File: config.mk
export PLATFORM = sky130hd
export DESIGN_NAME = nd_dispatch
export DESIGN_NICKNAME = d
export VERILOG_FILES = /design/src/rtl/nd_pkg.sv /design/src/rtl/nd_prio.sv /design/src/rtl/nd_gap_guard.sv /design/src/rtl/nd_out_reg.sv /design/src/rtl/nd_dispatch.sv
export SDC_FILE = /design/constraint.sdc
export NUM_CORES = 1
export LEC_CHECK = 0
export BUFFER_PORTS_ARGS = -buffer_cell sky130_fd_sc_hd__buf_2
export CAP_MARGIN = 20
export CORE_AREA = 4 4 41 43
export CTS_CLUSTER_SIZE = 30
export DETAILED_ROUTE_END_ITERATION = 16
export DIE_AREA = 0 0 45 47
export SLEW_MARGIN = 20
export SYNTH_ARGS = -nofsm -noshare
export SYNTH_HDL_FRONTEND = slang
export SYNTH_SLANG_ARGS = --single-unit
File: constraint.sdc
create_clock -name clk_i -period 2.55 [get_ports clk_i]
set_clock_uncertainty 0.2 [all_clocks]
set_input_delay 0.1275 -clock clk_i [delete_from_list [all_inputs] [get_ports clk_i]]
set_output_delay 0.1275 -clock clk_i [all_outputs]
set_load 0.005 [all_outputs]
File: src/rtl/nd_pkg.sv
package nd_pkg;
  localparam int OFS_W = 4;

  localparam logic [OFS_W-1:0] OFS_INTR_CYC  = 4'o00;
  localparam logic [OFS_W-1:0] OFS_HALT      = 4'o02;
  localparam logic [OFS_W-1:0] OFS_METER     = 4'o04;
  localparam logic [OFS_W-1:0] OFS_INTR_REQ  = 4'o06;
  localparam logic [OFS_W-1:0] OFS_TRACK     = 4'o10;
  localparam logic [OFS_W-1:0] OFS_NORMAL    = 4'o12;
  localparam logic [OFS_W-1:0] OFS_TRAP      = 4'o13;
  localparam logic [OFS_W-1:0] OFS_REGFILE   = 4'o16;

  typedef struct packed {
    logic intr_cyc;
    logic run;
    logic meter_req;
    logic intr_req;
    logic track_en;
    logic trap_req;
    logic regfile_addr;
  } cond_t;
endpackage

File: src/rtl/nd_prio.sv
module nd_prio
  import nd_pkg::*;
(
  input  cond_t             cond_i,
  output logic [OFS_W-1:0]  offset_o
);
  always_comb begin
    if (cond_i.intr_cyc)       offset_o = OFS_INTR_CYC;
    else if (!cond_i.run)      offset_o = OFS_HALT;
    else if (cond_i.meter_req) offset_o = OFS_METER;
    else if (cond_i.intr_req)  offset_o = OFS_INTR_REQ;
    else if (cond_i.track_en)  offset_o = OFS_TRACK | {{(OFS_W-1){1'b0}}, cond_i.trap_req};
    else if (cond_i.trap_req)  offset_o = cond_i.regfile_addr ? (OFS_REGFILE | 4'o01) : OFS_TRAP;
    else if (cond_i.regfile_addr) offset_o = OFS_REGFILE;
    else                       offset_o = OFS_NORMAL;
  end
endmodule

File: src/rtl/nd_gap_guard.sv
module nd_gap_guard #(
  parameter int MIN_GAP = 1
) (
  input  logic clk_i,
  input  logic rst_ni,
  input  logic req_i,
  input  logic fetch_i,
  output logic fire_o
);
  localparam int CW = (MIN_GAP < 1) ? 1 : $clog2(MIN_GAP + 1);

  logic blocked;
  logic pend_q;
  logic want;

  generate
    if (MIN_GAP == 0) begin : g_nogap
      assign blocked = 1'b0;
    end else begin : g_gap
      logic [CW-1:0] cnt_q;
      always_ff @(posedge clk_i or negedge rst_ni) begin
        if (!rst_ni)             cnt_q <= '0;
        else if (fetch_i)        cnt_q <= CW'(MIN_GAP);
        else if (cnt_q != '0)    cnt_q <= cnt_q - 1'b1;
      end
      assign blocked = (cnt_q != '0);

      // never evaluate on the edge right after a fetch
      a_r10_no_fire_after_fetch: assert property (@(posedge clk_i) disable iff (!rst_ni)
        $past(fetch_i) |-> !fire_o);
    end
  endgenerate

  assign want   = req_i | pend_q;
  assign fire_o = want & ~blocked;

  always_ff @(posedge clk_i or negedge rst_ni) begin
    if (!rst_ni) pend_q <= 1'b0;
    else         pend_q <= want & blocked;
  end
endmodule

File: src/rtl/nd_out_reg.sv
module nd_out_reg
  import nd_pkg::*;
(
  input  logic             clk_i,
  input  logic             rst_ni,
  input  logic             load_i,
  input  logic [OFS_W-1:0] offset_i,
  output logic             valid_o,
  output logic [OFS_W-1:0] offset_o
);
  always_ff @(posedge clk_i or negedge rst_ni) begin
    if (!rst_ni) begin
      valid_o  <= 1'b0;
      offset_o <= '0;
    end else begin
      valid_o <= load_i;
      if (load_i) offset_o <= offset_i;
    end
  end
endmodule

File: src/rtl/nd_dispatch.sv
module nd_dispatch
  import nd_pkg::*;
#(
  parameter int MIN_GAP = 1
) (
  input  logic             clk_i,
  input  logic             rst_ni,
  input  logic             req_i,
  input  logic             fetch_i,
  input  logic             intr_cyc_i,
  input  logic             run_i,
  input  logic             meter_req_i,
  input  logic             intr_req_i,
  input  logic             track_en_i,
  input  logic             trap_req_i,
  input  logic             regfile_addr_i,
  output logic             valid_o,
  output logic [OFS_W-1:0] offset_o
);
  cond_t            cond;
  logic [OFS_W-1:0] next_ofs;
  logic             fire;

  assign cond = '{intr_cyc: intr_cyc_i, run: run_i, meter_req: meter_req_i,
                  intr_req: intr_req_i, track_en: track_en_i,
                  trap_req: trap_req_i, regfile_addr: regfile_addr_i};

  nd_prio u_prio (.cond_i(cond), .offset_o(next_ofs));

  nd_gap_guard #(.MIN_GAP(MIN_GAP)) u_guard (
    .clk_i(clk_i), .rst_ni(rst_ni), .req_i(req_i),
    .fetch_i(fetch_i), .fire_o(fire));

  nd_out_reg u_out (
    .clk_i(clk_i), .rst_ni(rst_ni), .load_i(fire),
    .offset_i(next_ofs), .valid_o(valid_o), .offset_o(offset_o));

  a_r8_legal_offset: assert property (@(posedge clk_i) disable iff (!rst_ni)
    valid_o |-> (offset_o inside {4'o00, 4'o02, 4'o04, 4'o06, 4'o10,
                                  4'o11, 4'o12, 4'o13, 4'o16, 4'o17}));

  a_r9_strobe_follows: assert property (@(posedge clk_i) disable iff (!rst_ni)
    fire |=> valid_o);

  a_r2_intr_cycle_first: assert property (@(posedge clk_i) disable iff (!rst_ni)
    fire && intr_cyc_i |=> offset_o == 4'o00);

  a_r3_halt: assert property (@(posedge clk_i) disable iff (!rst_ni)
    fire && !intr_cyc_i && !run_i |=> offset_o == 4'o02);

  // trap folds into the low bit once the higher requests are absent
  a_r6_trap_low_bit: assert property (@(posedge clk_i) disable iff (!rst_ni)
    fire && !intr_cyc_i && run_i && !meter_req_i && !intr_req_i && trap_req_i
    |=> offset_o[0]);
endmodule

==> metrics.csv, run 1 <==
stage,metric,value,unit
timing,setup slack after layout,1.17,ns
global_route,initial antenna violation count,0,
setup_path,CP Class,input pin to flip-flop,
setup_path,worst reg2reg setup slack,1.28,ns
clock_tree,CTS Buf Count,3,
finish,Util after Layout,0.362,
logic_synthesis,Post-Syn Nets,33,
timing,"Slew Viols, Final",0,
logic_synthesis,Yosys top cell by area,dfrtp_1,
setup_path,r2r worst-path depth,3,
setup_path,Worst Setup SP,req_i,
die,Initial Util,0.230,
drt,per-cell routed wire length,10.3,um
timing,Slew Limit Headroom,0.839,
timing,setup TNS,0,ns
timing,worst slew pin tran,0.241,ns
global_route,pin count of the biggest net entering global routing,9,
timing,Hold Slack,0.0185,ns
pwr,peak supply drop,0.000277,V
logic_synthesis,simple-gate share of the synthesized area,0.142,
setup_path,CP Data Arrival Time,1.32,ns
clock_tree,CTS root buffer,clkbuf_4,
pwr,leak pwr,0.245,nW
die,Die W,45,um
clock_tree,Post-CTS Resized,0,
placed_design,pre-CTS setup slack,1.29,ns
setup_path,critical path capture point type,flip-flop,
timing,Tmin final,1.38,ns
drt,Post-route DRC,0,
clock_tree,Clock Latency Late Sink,0.26,ns
finish,fill count,145,
finish,Final Non-Filler Cells,61,
die,Ports,16,
setup_path,slowest library cell on the worst path,dlygate4sd3_1,
logic_synthesis,Syn. warnings,0,
timing,Final Cycle Share,0.539,
drt,WL met1,284,um
placed_design,post-placement cell area,393,um^2
drt,initial DRC count,0,
drt,wire length on met3,102,um
logic_synthesis,commonest register cell after synthesis,dfrtp_1,
global_route,gr usage total,0.0885,
logic_synthesis,top cell type's share of synthesized area,0.586,
logic_synthesis,Post-Syn Instances,22,
setup_path,worst reg2reg endpoint,u_out.offset_o[1],
min_path,Worst Hold Launch,regfile_addr_i,
die,Die Y,47,um
pwr,"Power, Total",0.266,mW
drt,remaining antenna violation count,0,
finish,layout cells sized above 1,0.500,
logic_synthesis,Post-Synth Adder-Cell Area,0,
setup_path,CP Depth,5,
timing,hold violation count in the final report,0,
status,status,"finished, final reports clean",
drt,highest metal used,met4,
min_path,worst min-delay path class,input pin to flip-flop,
drt,met2 wire length,217,um
logic_synthesis,main combinational cell family by area after synthesis,compound AO/OA/AOI/OAI gates,
clock_tree,clock transition at the registers of the reported paths,0.06,ns
placed_design,Final Wtd Congestion,0.638,
placed_design,I/O Buffers,15,
drt,Post-Route WL,627,um
logic_synthesis,"count leader, synth",dfrtp_1,
global_route,number of global-route vias before repair,263,
drt,Via-to-Cell Ratio,4.20,
logic_synthesis,Synth cell types,15,
drt,via count,256,
logic_synthesis,Syn Area/Cell,13.6,um^2
logic_synthesis,#FFs+latches synth,7,
setup_path,CP max stage delay,0.53,ns
logic_synthesis,mapped cell area,299,um^2
clock_tree,CTS sink count,7,
clock_tree,postcts setup bufs,0,
setup_path,CP endpoint,u_out.offset_o[1],
finish,Layout Nets,58,
logic_synthesis,multiplexer share of the synthesized area,0,
clock_tree,Max Root-Sink Buffers,2,
logic_synthesis,Synth Area in XOR/XNOR,0,
die,row count,13,
setup_path,CP Launch Type,input pin,
logic_synthesis,Area contributors post-synth,"dfrtp_1, nor4_4, o21bai_4, a22o_2, a21o_2",
die,Core Region,1300,um^2
logic_synthesis,"Seq/Total Area, Yosys",0.586,
pwr,Pwr Density,566,nW/um^2
finish,Antenna diodes,0,
clock_tree,H-tree depth,1,
clock_tree,CTS tree,built,
finish,final instance area,470,um^2
global_route,first-pass GRT wire length,1170,um
setup_path,crit path max fanout,8,
setup_path,"CP delay by family, top",buffers and inverters,
timing,f_max,727,MHz
placed_design,Post-Place Cells,52,
timing,count of final setup violators,0,
logic_synthesis,synth cell count leaders,"dfrtp_1, inv_1",
timing,unrepaired setup endpoints after global routing,false,
setup_path,Buf/Inv on CP,2,
logic_synthesis,Compound-Gate Fraction of Synth Area,0.247,
global_route,gr ovfl total,0,
drt,TritonRoute pass-1 iters,1,
finish,synthesis-to-finish area growth,57.3,%
flow_run,Max Cap Viol,0,
setup_path,Worst Path Required,2.49,ns
setup_path,FF-to-FF Start,u_guard.pend_q,
logic_synthesis,Post-synth EDFFs,0,
die,die area,2120,um^2
setup_path,crit-path cells,dlygate4sd3_1 > buf_2 > o21bai_4 > nor2_1 > a22o_2,
logic_synthesis,Post-synth ARST share,1.00,
[power by group]
| group | total, mW | switching (mW) | internal [mW] |
|---|---|---|---|
| combinational | 0.0396 | 0.0168 | 0.0227 |
| clock | 0.103 | 0.0455 | 0.0575 |
| sequential | 0.124 | 0.00460 | 0.119 |
[layout by cell type (no fill, tap or decap)]
cell,instances
or2b_1,1
o21bai_4,1
dfrtp_1,7
dlygate4sd3_1,5
o21a_1,1
nor2b_1,1
a22o_1,1
nand2_1,1
o21ai_0,1
a22o_2,1
nor4_4,1
clkbuf_4,3
o31ai_1,1
buf_2,15
a21o_2,1
clkinv_2,1
inv_1,2
a211oi_1,1
nor2_1,1
[routing by layer]
layer	track usage	up-vias
li1	-	125
met1	0.0958	110
met2	0.105	18
met3	0.0690	3
met4	0.0877	0
met5	0	-
[logic make-up after synthesis]
kind of cell           count (synthesis)
DFF                                    7
and+or+nand+nor                        5
AOI/OAI and AO/OA                      8
buffers and inverters                  2
[cell type report]
class / instances / area, um^2 / share of cell area
clock buffer: 3 / 22.5 / 0.0479
multi-input combinational: 13 / 116 / 0.247
clock inverter: 1 / 5.00 / 0.0106
timing repair buffer: 20 / 125 / 0.266
tap: 15 / 18.8 / 0.0399
inverter: 2 / 7.51 / 0.0160
sequential: 7 / 175 / 0.372
[worst min-delay path, stage by stage]
cell	delay, ns
buf_2	0.07
a211oi_1	0.06
o31ai_1	0.18
[registers in the layout, indices dropped and copies added (netlist names)]
signal           count
u_guard.blocked      1
u_guard.pend_q       1
u_out.offset_o       4
u_out.valid_o        1
[worst min-delay path by stage]
stage	endpoint	slack [ns]	depth (start not counted)
after CTS	u_out.offset_o[2]	0.02	3
after global routing	u_out.offset_o[2]	0.02	2
after global placement	u_out.valid_o	-0.23	1
after floorplan	u_guard.blocked	-0.37	0
final	u_out.offset_o[2]	0.02	3
after detailed placement	u_out.valid_o	-0.23	1
[repair_timing]
item	CTS	global route
hold endpoints to repair	12	0
endpoints found under the setup margin	0	0
hold buffers	5	0
Note: power is estimated with default switching activity, not from simulation.
==> inputs of run 2 (changes only) <==
--- a/config.mk
+++ b/config.mk
@@ -5,6 +5,7 @@
 export SDC_FILE = /design/constraint.sdc
 export NUM_CORES = 1
 export LEC_CHECK = 0
+export ABC_AREA = 1
 export BUFFER_PORTS_ARGS = -buffer_cell sky130_fd_sc_hd__buf_2
 export CAP_MARGIN = 20
 export CORE_AREA = 4 4 41 43
==> constraint.sdc (replaced) <==
create_clock -name clk_i -period 1.2 [get_ports clk_i]
set_clock_uncertainty 0.2 [all_clocks]
set_input_delay 0.06 -clock clk_i [delete_from_list [all_inputs] [get_ports clk_i]]
set_output_delay 0.06 -clock clk_i [all_outputs]
set_load 0.005 [all_outputs]
==> run 2 against run 1 <==
- sequential share of layout area shrank 5.0 points
- die area unchanged
- global-route usage decreased by 0.51 points
- routed wire length up 14%
- worst setup slack got worse by 1.1 ns
- sequential power up 110%
- count of clock-buffer cells in the layout is 1 higher
- sequential cell count unchanged
- cell count is 36% higher
- utilization is 5.6 points higher
- worst hold slack better by 0.23 ns
- largest power group unchanged
==> metrics.csv, run 2 <==
stage,metric,value,unit
status,status,"finished, final reports clean",
finish,most frequent cells in the layout,"nand2_1, buf_2, dlygate4sd3_1",
pwr,Pwr Density,1060,nW/um^2
logic_synthesis,Syn. warnings,0,
clock_tree,clock transition at the registers of the reported paths,0.05,ns
placed_design,Final HPWL DP,496,um
logic_synthesis,#FFs+latches synth,7,
drt,per-cell routed wire length,8.61,um
timing,Tmin final,1.12,ns
global_route,gr ovfl total,0,
placed_design,Post-Place Cells,68,
die,Ports,16,
placed_design,I/O Buffers,15,
drt,Post-Route WL,715,um
finish,Final Non-Filler Cells,83,
timing,unrepaired setup endpoints after global routing,false,
global_route,pin count of the biggest net entering global routing,8,
finish,final instance area,543,um^2
setup_path,CP Data Arrival Time,1.11,ns
logic_synthesis,Syn Area/Cell,8.10,um^2
timing,f_max,892,MHz
die,Die W,45,um
timing,Final Cycle Share,0.935,
timing,worst slew pin tran,0.159,ns
setup_path,r2r worst-path depth,4,
setup_path,crit path max fanout,2,
finish,Layout Nets,80,
global_route,first-pass GRT wire length,1180,um
timing,setup TNS,0,ns
min_path,Hold Crit Depth,2,
setup_path,CP Class,input pin to flip-flop,
logic_synthesis,commonest register cell after synthesis,dfrtp_1,
finish,max reg flops,4,
finish,layout cells sized above 1,0.309,
clock_tree,Clock Latency Late Sink,0.25,ns
drt,Post-route DRC,0,
setup_path,CP max stage delay,0.54,ns
pwr,peak supply drop,0.000416,V
min_path,Worst Hold Launch,fetch_i,
setup_path,critical path capture point type,flip-flop,
clock_tree,CTS tree,built,
finish,synthesis-to-finish area growth,76.4,%
pwr,leak pwr,0.307,nW
global_route,number of global-route vias before repair,289,
finish,fill count,139,
placed_design,Final Wtd Congestion,0.671,
setup_path,CP most frequent cell,nand2_1,
drt,remaining antenna violation count,0,
setup_path,worst reg2reg setup slack,0.14,ns
pwr,"Power, Total",0.574,mW
die,Die Y,47,um
timing,"Slew Viols, Final",0,
logic_synthesis,Yosys top cell by area,dfrtp_1,
finish,Util after Layout,0.417,
clock_tree,CTS sink count,7,
setup_path,FF-to-FF Start,u_guard.blocked,
logic_synthesis,top cell type's share of synthesized area,0.569,
timing,Slew Limit Headroom,0.894,
clock_tree,CTS root buffer,clkbuf_4,
setup_path,Worst Path Required,1.19,ns
clock_tree,postcts setup bufs,0,
finish,"most common cell after layout, fill and taps aside",nand2_1,
setup_path,worst reg2reg endpoint,u_out.offset_o[0],
clock_tree,H-tree depth,1,
clock_tree,Max Root-Sink Buffers,2,
timing,count of final setup violators,0,
setup_path,CP Launch Type,input pin,
clock_tree,CTS Buf Count,3,
logic_synthesis,Post-synth EDFFs,0,
die,Initial Util,0.237,
setup_path,slowest library cell on the worst path,dlygate4sd3_1,
placed_design,post-placement cell area,402,um^2
logic_synthesis,mapped cell area,308,um^2
logic_synthesis,Post-Syn Instances,38,
flow_run,Max Cap Viol,0,
global_route,initial antenna violation count,0,
min_path,worst min-delay path class,input pin to flip-flop,
drt,via count,300,
logic_synthesis,Post-Syn Nets,49,
finish,Reg with most FFs,u_out.offset_o,
die,die area,2120,um^2
drt,TritonRoute pass-1 iters,3,
drt,Via-to-Cell Ratio,3.61,
die,Core Region,1300,um^2
finish,Antenna diodes,0,
setup_path,crit-path cells,dlygate4sd3_1 > buf_2 > inv_1 > nand2_1 > nor2_1 > nand3_1 > nand2_1,
logic_synthesis,synth cell count leaders,"nand2_1, dfrtp_1, inv_1",
logic_synthesis,"count leader, synth",nand2_1,
logic_synthesis,Area contributors post-synth,"dfrtp_1, nand2_1, inv_1, nor2_1, nor2_4",
min_path,Hold EP,u_guard.blocked,
die,row count,13,
logic_synthesis,Synth cell types,10,
drt,initial DRC count,4,
timing,hold violation count in the final report,0,
global_route,gr usage total,0.0835,
logic_synthesis,Post-synth ARST share,1.00,
logic_synthesis,"Seq/Total Area, Yosys",0.569,
## run 2: worst max path at each step
| stage | startpoint | endpoint | cells past startpoint |
|---|---|---|---|
| 6_report | meter_req_i | u_out.offset_o[0] | 7 |
| 3_5_place_dp | u_guard.pend_q | u_out.offset_o[0] | 4 |
| 3_3_place_gp | u_guard.pend_q | u_out.offset_o[0] | 4 |
| 4_1_cts | req_i | u_out.offset_o[0] | 7 |
| 2_1_floorplan | u_guard.pend_q | u_out.offset_o[0] | 4 |
| 5_1_grt | meter_req_i | u_out.offset_o[0] | 7 |
## run 2: cell type report
type                       instances  area [um^2]  area share
inverter                           6         22.5      0.0415
timing repair buffer              26          185       0.341
sequential                         7          175       0.323
tap                               15         18.8      0.0346
multi-input combinational         25          115       0.212
clock buffer                       4         26.3      0.0484
## run 2: repair_timing
action	4_1_cts	5_1_grt
hold buffers	11	0
endpoints found under the setup margin	0	4
gates resized for setup	0	1
endpoints found under the hold margin	14	0
## run 2: through the flow
stage               setup WS [ns]  hold slack, ns
finish                     0.0785           0.250
global route               0.0162           0.267
CTS                        0.0511           0.241
detailed placement          0.123          -0.299
global placement            0.131          -0.300
floorplan                   0.181          -0.436
## run 2: critical path, delay by kind of cell
kind          cells  cell delay [ns]
buf+inv           3             0.73
simple gates      4             0.31
## run 2: where the power goes
group	total, mW	internal, mW	switching (mW)
registers	0.262	0.253	0.00883
logic	0.0996	0.0575	0.0421
clock network	0.212	0.127	0.0855
## run 2: cell families after synthesis
group / Yosys count / share of synthesized area
buf+inv: 6 / 0.0732
flops: 7 / 0.569
simple gates: 25 / 0.358
## run 2: layer usage
metal / GRT usage / wire (um) / part of all wire
met5: 0 / 0 / 0
met4: 0.0702 / 0 / 0
met3: 0.0345 / 74 / 0.10
met2: 0.110 / 297 / 0.42
met1: 0.104 / 342 / 0.48
==> inputs of run 3 (changes only) <==
==> constraint.sdc (replaced) <==
create_clock -name clk_i -period 1.05 [get_ports clk_i]
set_clock_uncertainty 0.2 [all_clocks]
set_input_delay 0.0525 -clock clk_i [delete_from_list [all_inputs] [get_ports clk_i]]
set_output_delay 0.0525 -clock clk_i [all_outputs]
set_load 0.005 [all_outputs]
==> run 3 against run 2 <==
- the run now ends with negative hold slack, negative setup slack left
- via count is 7.3% lower
- sequential cell count stayed put
- critical path depth is 3 lower
- largest power group unchanged
- highest routed layer unchanged
==> metrics.csv, run 3 (synthesized netlist as in run 2, its figures left out) <==
stage,metric,value,unit
die,Initial Util,0.237,
die,Die W,45,um
drt,Via-to-Cell Ratio,3.61,
die,Core Region,1300,um^2
placed_design,pre-CTS setup slack,-0.0273,ns
placed_design,Final HPWL DP,496,um
timing,Tmin final,1.06,ns
setup_path,Buf/Inv on CP,1,
drt,TritonRoute pass-1 iters,3,
setup_path,worst reg2reg endpoint,u_out.offset_o[2],
drt,via count,278,
setup_path,FF-to-FF Start,u_guard.blocked,
setup_path,"CP delay by family, top",flip-flops,
setup_path,worst reg2reg setup slack,-0.007,ns
setup_path,CP Class,flip-flop to flip-flop,
finish,Reg with most FFs,u_out.offset_o,
timing,Hold Slack,-0.133,ns
setup_path,Worst Setup SP,u_guard.blocked,
finish,Layout Nets,74,
die,Die Y,47,um
finish,most frequent cells in the layout,"nand2_1, buf_2, dfrtp_1",
timing,hold violation count in the final report,13,
finish,max reg flops,4,
finish,Final Non-Filler Cells,77,
setup_path,crit-path cells,nor2_4 > inv_2 > nand2_1 > nand2_1,
placed_design,Final Wtd Congestion,0.671,
setup_path,crit path max fanout,5,
timing,worst slew pin tran,0.159,ns
timing,setup slack after layout,-0.00721,ns
global_route,first-pass GRT wire length,1030,um
clock_tree,CTS tree,built,
pwr,Pwr Density,1320,nW/um^2
timing,"Slew Viols, Final",0,
flow_run,Max Cap Viol,0,
setup_path,slowest library cell on the worst path,dfrtp_1,
die,Ports,16,
status,status,"finished, violations left",
drt,Post-Route WL,619,um
setup_path,Worst Path Required,0.99,ns
timing,unrepaired setup endpoints after global routing,true,
global_route,number of global-route vias before repair,264,
min_path,Hold EP,u_guard.pend_q,
setup_path,r2r worst-path depth,4,
global_route,gr usage total,0.0731,
setup_path,CP Launch Type,flip-flop,
finish,layout cells sized above 1,0.339,
pwr,"Power, Total",0.637,mW
placed_design,I/O Buffers,15,
global_route,pin count of the biggest net entering global routing,8,
setup_path,critical path capture point type,flip-flop,
pwr,leak pwr,0.283,nW
status,failing checks,"negative hold slack, negative setup slack",
timing,Final Cycle Share,1.01,
clock_tree,CTS Buf Count,3,
finish,synthesis-to-finish area growth,56.9,%
die,die area,2120,um^2
clock_tree,Clock Latency Late Sink,0.25,ns
drt,initial DRC count,3,
finish,"most common cell after layout, fill and taps aside",nand2_1,
clock_tree,H-tree depth,1,
min_path,worst min-delay path class,input pin to flip-flop,
timing,count of final setup violators,3,
timing,f_max,946,MHz
pwr,peak supply drop,0.000466,V
global_route,initial antenna violation count,0,
clock_tree,CTS root buffer,clkbuf_4,
setup_path,CP max stage delay,0.41,ns
clock_tree,CTS sink count,7,
setup_path,CP most frequent cell,nand2_1,
clock_tree,post-cts hold buffer count,5,
min_path,Worst Hold Launch,req_i,
placed_design,Post-Place Cells,68,
timing,setup TNS,-0.0167,ns
die,row count,13,
clock_tree,Max Root-Sink Buffers,2,
finish,Antenna diodes,0,
clock_tree,clock transition at the registers of the reported paths,0.05,ns
global_route,gr ovfl total,0,
drt,Post-route DRC,0,
min_path,Hold Crit Depth,3,
timing,Slew Limit Headroom,0.894,
drt,remaining antenna violation count,0,
setup_path,CP Data Arrival Time,1.00,ns
drt,per-cell routed wire length,8.04,um
-- run 3: cell types whose count changed in the layout (fill, tap and decap cells not counted), sizes merged --
cell         before  now
dlygate4sd3      11    5
-- run 3: routing by layer --
| layer | GRT usage | share of wire | wire length [um] | up-vias |
|---|---|---|---|---|
| met5 | 0 | 0 | 0 | - |
| met4 | 0.0702 | 0 | 0 | 0 |
| met3 | 0.0345 | 0.14 | 85 | 0 |
| met2 | 0.0763 | 0.35 | 217 | 14 |
| met1 | 0.102 | 0.51 | 316 | 103 |
| li1 | - | - | - | 161 |
-- run 3: worst min-delay path, delay by kind of cell --
family	cells	cell delay [ns]
buffers and inverters	1	0.10
AND/OR/NAND/NOR	2	0.13
-- run 3: worst max path at each step --
stage                        end  slack [ns]  cells past startpoint
6_report       u_out.offset_o[2]      -0.007                      4
2_1_floorplan  u_out.offset_o[0]        0.03                      4
5_1_grt        u_out.offset_o[2]       -0.05                      4
3_3_place_gp   u_out.offset_o[0]       -0.02                      4
3_5_place_dp   u_out.offset_o[0]       -0.03                      4
4_1_cts        u_out.offset_o[0]       0.003                      5
-- run 3: power breakdown --
group / switching [mW] / leakage [nW] / internal [mW] / total, mW
clock network: 0.0972 / 0.0150 / 0.145 / 0.242
logic: 0.0446 / 0.178 / 0.0511 / 0.0957
registers: 0.0101 / 0.0901 / 0.289 / 0.299
-- run 3: through the flow --
step,hold slack [ns],cell area (um^2),util
3_5_place_dp,-0.306,402,0.309
3_3_place_gp,-0.307,402,0.309
4_1_cts,-0.137,483,0.371
5_1_grt,-0.101,483,0.371
6_report,-0.133,483,0.371
2_1_floorplan,-0.443,308,-
-- run 3: area by class of cell --
cell class | count | area [um^2]
Sequential cell | 7 | 175
Timing Repair Buffer | 20 | 125
Clock buffer | 4 | 26.3
Inverter | 6 | 22.5
Tap cell | 15 | 18.8
Fill cell | 149 | 818
Multi-Input combinational cell | 25 | 115
-- run 3: repair_timing --
action | in CTS | in global routing
buffers inserted | 0 | 0
gates resized for setup | 1 | 0
endpoints found under the hold margin | 14 | 11
setup endpoints to repair | 4 | 4
pin swaps | 3 | 2
